**config.mk**
```make
export PLATFORM = sky130hd
export DESIGN_NAME = vme_roak_irq
export DESIGN_NICKNAME = d
export VERILOG_FILES = /design/src/rtl/vme_roak_irq_pkg.sv /design/src/rtl/irq_issue.sv /design/src/rtl/iack_responder.sv /design/src/rtl/vme_roak_irq.sv
export SDC_FILE = /design/constraint.sdc
export NUM_CORES = 1
export LEC_CHECK = 0
export BUFFER_PORTS_ARGS = -buffer_cell sky130_fd_sc_hd__buf_2
export CORE_ASPECT_RATIO = 1.2
export CORE_MARGIN = 3
export CORE_UTILIZATION = 45
export DETAILED_ROUTE_END_ITERATION = 7
export PLACE_DENSITY_LB_ADDON = 0.3
export REMOVE_ABC_BUFFERS = 1
export SYNTH_ARGS = -nofsm -noshare
export SYNTH_HDL_FRONTEND = slang
export SYNTH_SLANG_ARGS = --single-unit
```
**constraint.sdc**
```tcl
create_clock -name clk_i -period 1.8 [get_ports clk_i]
set_input_delay 0.36 -clock clk_i [delete_from_list [all_inputs] [get_ports clk_i]]
set_output_delay 0.36 -clock clk_i [all_outputs]
set_load 0.03 [all_outputs]
```
**src/rtl/vme_roak_irq_pkg.sv**
```systemverilog
package vme_roak_irq_pkg;

  typedef enum logic [1:0] {
    ACK_IDLE = 2'd0,
    ACK_WAIT = 2'd1,
    ACK_TAKE = 2'd2,
    ACK_PASS = 2'd3
  } ack_state_t;

endpackage

```
**src/rtl/irq_issue.sv**
```systemverilog
module irq_issue #(
  parameter int RETRY_CYCLES = 100000,
  parameter int LVL_W        = 3
) (
  input  logic             clk_i,
  input  logic             rst_ni,
  input  logic             req_i,
  input  logic [LVL_W-1:0] level_i,
  input  logic             grant_i,
  output logic             pending_o
);

  localparam int CNT_W = (RETRY_CYCLES > 2) ? $clog2(RETRY_CYCLES) : 1;
  localparam logic [CNT_W-1:0] CNT_LAST = CNT_W'(RETRY_CYCLES - 1);

  logic             req_q;
  logic             pending_q, pending_d;
  logic [CNT_W-1:0] cnt_q, cnt_d;
  logic             rise, held, fire, issue;

  always_comb begin
    rise  = req_i & ~req_q;
    held  = req_i & req_q;
    fire  = held & ~grant_i & (cnt_q == CNT_LAST);
    issue = rise | fire;

    if (!held || grant_i || fire) begin
      cnt_d = '0;
    end else begin
      cnt_d = cnt_q + 1'b1;
    end

    if (grant_i) begin
      pending_d = 1'b0;
    end else if (issue && (level_i != '0)) begin
      pending_d = 1'b1;
    end else begin
      pending_d = pending_q;
    end
  end

  always_ff @(posedge clk_i or negedge rst_ni) begin
    if (!rst_ni) begin
      req_q     <= 1'b0;
      pending_q <= 1'b0;
      cnt_q     <= '0;
    end else begin
      req_q     <= req_i;
      pending_q <= pending_d;
      cnt_q     <= cnt_d;
    end
  end

  assign pending_o = pending_q;

  // a qualified rising edge always leaves a pending request
  a_r1_edge_sets_pending: assert property (@(posedge clk_i) disable iff (!rst_ni)
    (req_i && !req_q && !pending_q && (level_i != '0)) |=> pending_q);

  // the retry timer is idle whenever the request is low
  a_r9_timer_stops: assert property (@(posedge clk_i) disable iff (!rst_ni)
    !req_i |=> (cnt_q == '0));

endmodule

```
**src/rtl/iack_responder.sv**
```systemverilog
module iack_responder
  import vme_roak_irq_pkg::*;
#(
  parameter int LVL_W = 3,
  parameter int VEC_W = 8
) (
  input  logic             clk_i,
  input  logic             rst_ni,
  input  logic             as_n_i,
  input  logic             iack_n_i,
  input  logic             iackin_n_i,
  input  logic [LVL_W-1:0] ack_level_i,
  input  logic [LVL_W-1:0] level_i,
  input  logic             pending_i,
  input  logic [VEC_W-1:0] vector_i,
  output logic             grant_o,
  output logic             vec_oe_o,
  output logic [VEC_W-1:0] vec_data_o,
  output logic             iackout_n_o,
  output logic             ack_pulse_o
);

  ack_state_t       state_q, state_d;
  logic             as_q;
  logic             ack_q;
  logic [VEC_W-1:0] vec_q;
  logic             as_fall, chain_in, match, grant;

  always_comb begin
    as_fall  = as_q & ~as_n_i;
    chain_in = (state_q == ACK_WAIT) & ~as_n_i & ~iackin_n_i;
    match    = pending_i & (level_i != '0) & (ack_level_i == level_i);
    grant    = chain_in & match;
    state_d  = state_q;
    unique case (state_q)
      ACK_IDLE: if (as_fall && !iack_n_i) state_d = ACK_WAIT;
      ACK_WAIT: begin
        if (as_n_i)        state_d = ACK_IDLE;
        else if (chain_in) state_d = match ? ACK_TAKE : ACK_PASS;
      end
      ACK_TAKE: if (as_n_i) state_d = ACK_IDLE;
      ACK_PASS: if (as_n_i) state_d = ACK_IDLE;
      default:  state_d = ACK_IDLE;
    endcase
  end

  always_ff @(posedge clk_i or negedge rst_ni) begin
    if (!rst_ni) begin
      state_q <= ACK_IDLE;
      as_q    <= 1'b1;
      ack_q   <= 1'b0;
      vec_q   <= '0;
    end else begin
      state_q <= state_d;
      as_q    <= as_n_i;
      ack_q   <= grant;
      if (grant) begin
        vec_q <= vector_i;
      end
    end
  end

  assign grant_o     = grant;
  assign vec_oe_o    = (state_q == ACK_TAKE);
  assign vec_data_o  = vec_q;
  assign iackout_n_o = (state_q != ACK_PASS);
  assign ack_pulse_o = ack_q;

  // the acknowledge pulse lasts a single cycle
  a_r4_single_pulse: assert property (@(posedge clk_i) disable iff (!rst_ni)
    ack_pulse_o |=> !ack_pulse_o);

  // taking the cycle and passing it on never happen together
  a_r5_take_or_pass: assert property (@(posedge clk_i) disable iff (!rst_ni)
    !(vec_oe_o && !iackout_n_o));

  // both responses are gone the cycle after AS rises
  a_r6_release_on_as: assert property (@(posedge clk_i) disable iff (!rst_ni)
    as_n_i |=> (iackout_n_o && !vec_oe_o));

endmodule

```
**src/rtl/vme_roak_irq.sv**
```systemverilog
module vme_roak_irq #(
  parameter int NUM_IRQ       = 7,
  parameter int VEC_W         = 8,
  parameter int CLK_PERIOD_NS = 10,
  parameter int RETRY_NS      = 1000000,
  parameter int LVL_W         = $clog2(NUM_IRQ + 1)
) (
  input  logic               clk_i,
  input  logic               rst_ni,
  input  logic               int_req_i,
  input  logic [LVL_W-1:0]   irq_level_i,
  input  logic [VEC_W-1:0]   irq_vector_i,
  input  logic               as_n_i,
  input  logic               iack_n_i,
  input  logic               iackin_n_i,
  input  logic [LVL_W-1:0]   ack_level_i,
  output logic [NUM_IRQ-1:0] irq_n_o,
  output logic               iackout_n_o,
  output logic               vec_oe_o,
  output logic [VEC_W-1:0]   vec_data_o,
  output logic               ack_pulse_o
);

  localparam int RETRY_CYCLES = RETRY_NS / CLK_PERIOD_NS;

  logic pending;
  logic grant;

  irq_issue #(
    .RETRY_CYCLES (RETRY_CYCLES),
    .LVL_W        (LVL_W)
  ) u_issue (
    .clk_i     (clk_i),
    .rst_ni    (rst_ni),
    .req_i     (int_req_i),
    .level_i   (irq_level_i),
    .grant_i   (grant),
    .pending_o (pending)
  );

  iack_responder #(
    .LVL_W (LVL_W),
    .VEC_W (VEC_W)
  ) u_resp (
    .clk_i       (clk_i),
    .rst_ni      (rst_ni),
    .as_n_i      (as_n_i),
    .iack_n_i    (iack_n_i),
    .iackin_n_i  (iackin_n_i),
    .ack_level_i (ack_level_i),
    .level_i     (irq_level_i),
    .pending_i   (pending),
    .vector_i    (irq_vector_i),
    .grant_o     (grant),
    .vec_oe_o    (vec_oe_o),
    .vec_data_o  (vec_data_o),
    .iackout_n_o (iackout_n_o),
    .ack_pulse_o (ack_pulse_o)
  );

  for (genvar k = 0; k < NUM_IRQ; k++) begin : g_line
    assign irq_n_o[k] = ~(pending && (irq_level_i == LVL_W'(k + 1)));
  end

  // never more than one line pulled low
  a_r3_single_line: assert property (@(posedge clk_i) disable iff (!rst_ni)
    $onehot0(~irq_n_o));

  // level 0 keeps every line released
  a_r2_level_zero: assert property (@(posedge clk_i) disable iff (!rst_ni)
    (irq_level_i == '0) |-> (&irq_n_o));

endmodule

```
* Word-level counts from Yosys, hierarchy flattened
Index checks and enable logic that the tools add are counted.
** Cells by class
- Muxes and demuxes :: 9
- Eq/ne operators :: 16
- Bitwise operators :: 22
- Add/sub/neg operators :: 1
- Reductions and logical operators :: 18
** Operator list (number)
- $add A17 B1 Y17 const B :: 1
- $eq A17 B17 Y1 const B :: 1
- $mux W17 :: 1
- $eq A3 B3 Y1 const B :: 4
- $not A1 Y1 :: 11
- $and A1 B1 Y1 :: 10
- $logic_and A1 B1 Y1 :: 9
- $mux W2 :: 4
- $eq A3 B2 Y1 const B :: 2
- $pmux W2 S3 :: 1
- $eq A2 B2 Y1 const B :: 2
- $ne A2 B1 Y1 const B :: 2
- $eq A3 B1 Y1 const B :: 1
- $eq A3 B3 Y1 :: 1
- $mux W1 :: 3
- $ne A3 B2 Y1 const B :: 1
- $reduce_and A3 Y1 :: 1
- $reduce_bool A3 Y1 :: 1
- $eq A2 B1 Y1 const B :: 1
- $logic_not A1 Y1 :: 2
- $logic_not A2 Y1 :: 1
- $logic_or A1 B1 Y1 :: 2
- $ne A2 B2 Y1 const B :: 1
- $reduce_bool A2 Y1 :: 1
- other kinds (2) :: 2
** Word-level totals
- Bits of input ports :: 20
- Logic and storage cells :: 73
- Bits in registers :: 31
- Output and inout bits :: 18

* Logic depth before layout (Yosys ltp)
- Depth in word-level cells :: 11
- Mapped depth :: 6
- Depth with buffers taken out :: 5

* Cells and area by module
A second synthesis with hierarchy kept.
** Second synthesis, totals
- Cells, all modules :: 137
- Area, all modules :: 1531.5 µm²
** Modules (own cells, without submodules)
- irq_issue :: instances 1, cells each 91, sequential area each 475.5 µm², area an instance 915.9 µm²
- iack_responder :: instances 1, cells each 39, sequential area each 301.5 µm², area an instance 549.3 µm²
- vme_roak_irq :: instances 1, cells each 7, sequential area each 0.0 µm², area an instance 66.3 µm²

* Worst setup path before layout
OpenSTA, ideal clock, no wires.
- Path kind :: input -> register
- Start :: input irq_level_i[0]
- End :: register u_resp.vec_q[7], in the netlist u_resp.vec_data_o[7]
- Library setup time :: 0.127 ns
- Data required time :: 1.673 ns
- Slack :: -0.069 ns
- Arrival time :: 1.741 ns
- Stages :: 6
- Path buffers :: 2
- Cells stage by stage :: buf_6 > xnor2_1 > nand4_1 > nor4_4 > buf_6 > mux2_1
** Between the ends
- Cells in the longest elaborated chain, start to end :: 4
- Elaborated cells between the ends (all ways) :: 5
- Those cells by class :: eq/ne (1); bitwise (3); reduce/logical (1)
** Ends and longest elaborated chain
- from (decl) :: line vme_roak_irq.sv:11 : input logic [LVL_W-1:0] irq_level_i,
- $reduce_bool A3 Y1 :: line iack_responder.sv:32 : match = pending_i & (level_i != '0) & (ack_level_i == level_i);
- $and A1 B1 Y1 :: line iack_responder.sv:32
- $and A1 B1 Y1 (*) :: line iack_responder.sv:32
- $and A1 B1 Y1 (*) :: line iack_responder.sv:33 : grant = chain_in & match;
- to (signal assigned) :: line iack_responder.sv:58 : vec_q <= vector_i;
- to (decl) :: line iack_responder.sv:26 : logic [VEC_W-1:0] vec_q;
Mark *: on every way between the ends. The rest lies on a longest branch, timed or not.
A chain may end at the register's enable or synchronous reset.

* Worst setup path in the final report
- Start :: register u_issue.pending_q, in the netlist u_issue.pending_o
- End :: output irq_n_o[5]
** Between the ends
- Cells in the longest elaborated chain, start to end :: 2
** Ends and longest elaborated chain
- from (decl) :: line irq_issue.sv:17 : logic pending_q, pending_d;
- from (signal assigned) :: line irq_issue.sv:49 : pending_q <= pending_d;
- $logic_and A1 B1 Y1 :: line vme_roak_irq.sv:62 : assign irq_n_o[k] = ~(pending && (irq_level_i == LVL_W'(k + 1)));
- $not A1 Y1 :: line vme_roak_irq.sv:62
- to (decl) :: line vme_roak_irq.sv:17 : output logic [NUM_IRQ-1:0] irq_n_o,
Every way passes these cells.

==> metrics.md <==
| Metric | Value |
|---|---|
| Share of layout cells above drive strength 1 | `32.26%` |
| WL per Instance | `12.87 microns` |
| Xor and xnor fraction of the mapped netlist area | `9.884%` |
| Synthesized cell area | `1506 sq um` |
| Vias in the first global route | `1216` |
| Vias | `1214` |
| CTS tree | `done` |
| Mapped Cells | `140` |
| CP required | `1.44 ns` |
| Critical path class | `reg2out` |
| NumNets Final | `206` |
| Residual DRC count | `0` |
| Worst-skew pair later-pin latency | `0.31 ns` |
| HP Class | `in2async` |
| Antenna Nets Post-Route | `0` |
| Post-cts sizing count | `0` |
| HPWL after DPL | `2134 microns` |
| Status | `finished clean` |
| Root buffer cell | `clkbuf_4` |
| Antenna violations before repair | `0` |
| Combinational family with the most area after synthesis | `simple AND/OR/NAND/NOR gates` |
| Drt total wl | `2858 microns` |
| Worst Skew | `0.007018 ns` |
| First-pass GRT wire length | `5195 microns` |
| Post-synth top area cell | `dfrtp_1` |
| Post-synthesis sequential area ratio | `51.58%` |
| CTS sink cnt | `31` |
| Vias per cell | `5.468` |
| Initial DRC Count | `56` |
| Leakage power | `0.8032 nW` |
| Final Non-Filler Cells | `222` |
| GR Overflow Total | `0` |
| F_max | `0.6061 GHz` |
| Die height | `69.38 microns` |
| Minimum clock period after layout | `1.650 ns` |
| Startpoint types | `flip-flop` |
| Filler Cells Inserted | `277` |
| R2r worst-path depth | `5` |
| Post-Place Cells | `214` |
| Die Span X | `58.82 microns` |
| Post-synthesis compound-gate area fraction | `2.990%` |
| RD Place Congestion | `0.7576` |
| Setup-failing EPs final | `0` |
| Synth Area in Simple Gates | `24.92%` |
| Pwr/cell area | `814.2 nW/um^2` |
| Register bit count reported by yosys | `31` |
| PnR Total Power | `1.486 mW` |
| Largest net degree at the start of global routing | `32` |
| Worst Tran Pin Value | `0.6501 ns` |
| Top area cells in the synthesized netlist | `dfrtp_1 (50%), xnor2_1 (7.6%), nor3_1 (7.3%)` |
| CTS Hold Bufs | `0` |
| Synthesized area per cell | `10.76 sq um` |
| Relative slew slack | `56.66%` |
| Mux share of post-synthesis cell area | `5.980%` |
| Crit path DAT | `1.29 ns` |
| Final Hold Viols | `0` |
| YS warnings | `0` |
| IO buf count | `37` |
| Final number of max-transition violations | `0` |
| Total core area | `3138 sq um` |
| CTS H-tree depth | `2` |
| Die ar. | `4081 sq um` |
| Fin crit share | `91.66%` |
| IO Pins | `38` |
| Max cap viols | `0` |
| FP Rows | `22` |
| ANT cells | `0` |
| Initial Util | `48.01%` |
| Layout area overhead | `21.18%` |
| Netlist cell types | `29` |
| Adder-cell share of the synthesized area | `0.8306%` |
| Crit path max fanout | `6` |
| Unrepaired setup endpoints after global routing | `no` |
| GRT Total Usage | `16.00%` |
| Clk buf depth | `2` |
| Setup bufs post-CTS | `0` |
| Clk pin slew, worst setup/hold paths | `0.09 ns` |
| Critical Path Sink Type | `output port` |
| Detailed Routing Iterations Pass 1 | `4` |
| VDD IR-drop max | `829.5 uV` |
| Synth top area share | `49.83%` |
| CTS buffer count | `5` |
## placed cells by master (no fill, tap or decap), types with 4 or more instances in the layout
cell / count
nand2_1: 8
nor4_1: 5
buf_4: 6
xor2_1: 4
nor3_1: 22
mux2_2: 7
xnor2_1: 13
inv_1: 4
dfrtp_1: 30
nand3_1: 10
clkbuf_4: 5
buf_2: 37
nor2_1: 5
nand4_1: 8
## cell type report
type                    instances  area, sq um  area share, %
clock buffers                   6        51.30          2.810
repair buffers                 43        230.2          12.61
well taps                      36        45.04          2.467
multi-input cells             100        671.9          36.81
clock inverters                 2        35.03          1.919
flip-flops and latches         31        777.0          42.56
inverters                       4        15.01         0.8225
## path summary, 6_finish.rpt
kind,start,to,slack [ns]
hold reg to reg,u_resp.vec_data_o[7]$_DFFE_PN0P_,u_resp.vec_data_o[7]$_DFFE_PN0P_,0.50
setup reg to reg,u_issue.cnt_q[0]$_DFF_PN0_,u_issue.cnt_q[16]$_DFF_PN0_,0.16
max in group asynchronous,rst_ni,u_issue.cnt_q[5]$_DFF_PN0_,1.31
setup / recovery,u_issue.pending_o$_DFFE_PN0P_,irq_n_o[5],0.15
hold / removal,rst_ni,u_issue.cnt_q[4]$_DFF_PN0_,0.06
min in group clk_i,as_n_i,u_resp.as_q$_DFF_PN1_,0.18
## power by group
part | total, mW | internal, mW | switching (mW) | leakage, nW
logic | 0.197 | 0.0706 | 0.126 | 0.338
registers | 0.743 | 0.726 | 0.0169 | 0.417
clock network | 0.547 | 0.328 | 0.219 | 0.0482
## layer usage
layer / wire [microns] / track usage, %
met1: 1201 / 20.94
met2: 1480 / 25.80
met3: 176 / 5.028
met4: 0 / 3.275
met5: 0 / 0
## sequential cells by signal, indices dropped and copies added (netlist names)
name and count:
u_issue.cnt_q 17, u_issue.req_q 1, u_resp.vec_data_o 8, u_resp.ack_pulse_o 1
u_resp.as_q 1, u_resp.state_q 2, u_issue.pending_o 1
## synth_stat cells
master	count
nor4b_1	1
ha_1	1
nor4bb_1	2
a21o_1	1
nor4_4	1
nand2b_1	1
mux2_2	7
inv_1	4
nand2_1	8
xnor2_1	13
nand3_1	10
and4_1	1
o21bai_1	1
buf_6	3
dfstp_2	1
buf_2	1
nor3_1	22
nand4_1	8
o31ai_1	1
clkbuf_1	1
nor4_1	5
nor3b_1	1
nor2b_1	2
a21oi_1	3
nor2_1	5
mux2_1	1
xor2_1	4
dfrtp_1	30
o21a_1	1
## worst max-delay path, cell delays in order (launching register included)
cell and delay, ns:
dfrtp_1 0.44, inv_1 0.08, nor2_1 0.17, nand3_1 0.10, buf_2 0.18
## cells by family (layout without fill, tap and decap cells)
group                      after synthesis  in the layout
AOI/OAI and AO/OA                        7              7
xor gates and xnor gates                17             17
muxes                                    8              8
adders and majority gates                1              1
DFF                                     31             31
and+or+nand+nor                         67             67
buffers and inverters                    9             55
## stage by stage
stage | utilization [%] | worst slack [ns] | setup TNS [ns] | cell area [sq um] | hold WS [ns]
4_1_cts | 58.17 | 0.1350 | 0 | 1826 | 0.07233
3_5_place_dp | 55.42 | 0.04623 | 0 | 1739 | 0.4294
5_1_grt | 58.17 | 0.02368 | 0 | 1826 | 0.06945
2_1_floorplan | - | -0.2417 | -1.984 | 1464 | 0.06441
3_3_place_gp | 55.42 | 0.07513 | 0 | 1739 | 0.4199
6_report | 58.17 | 0.1502 | 0 | 1826 | 0.05838
Power figures use the tool's default switching activity.
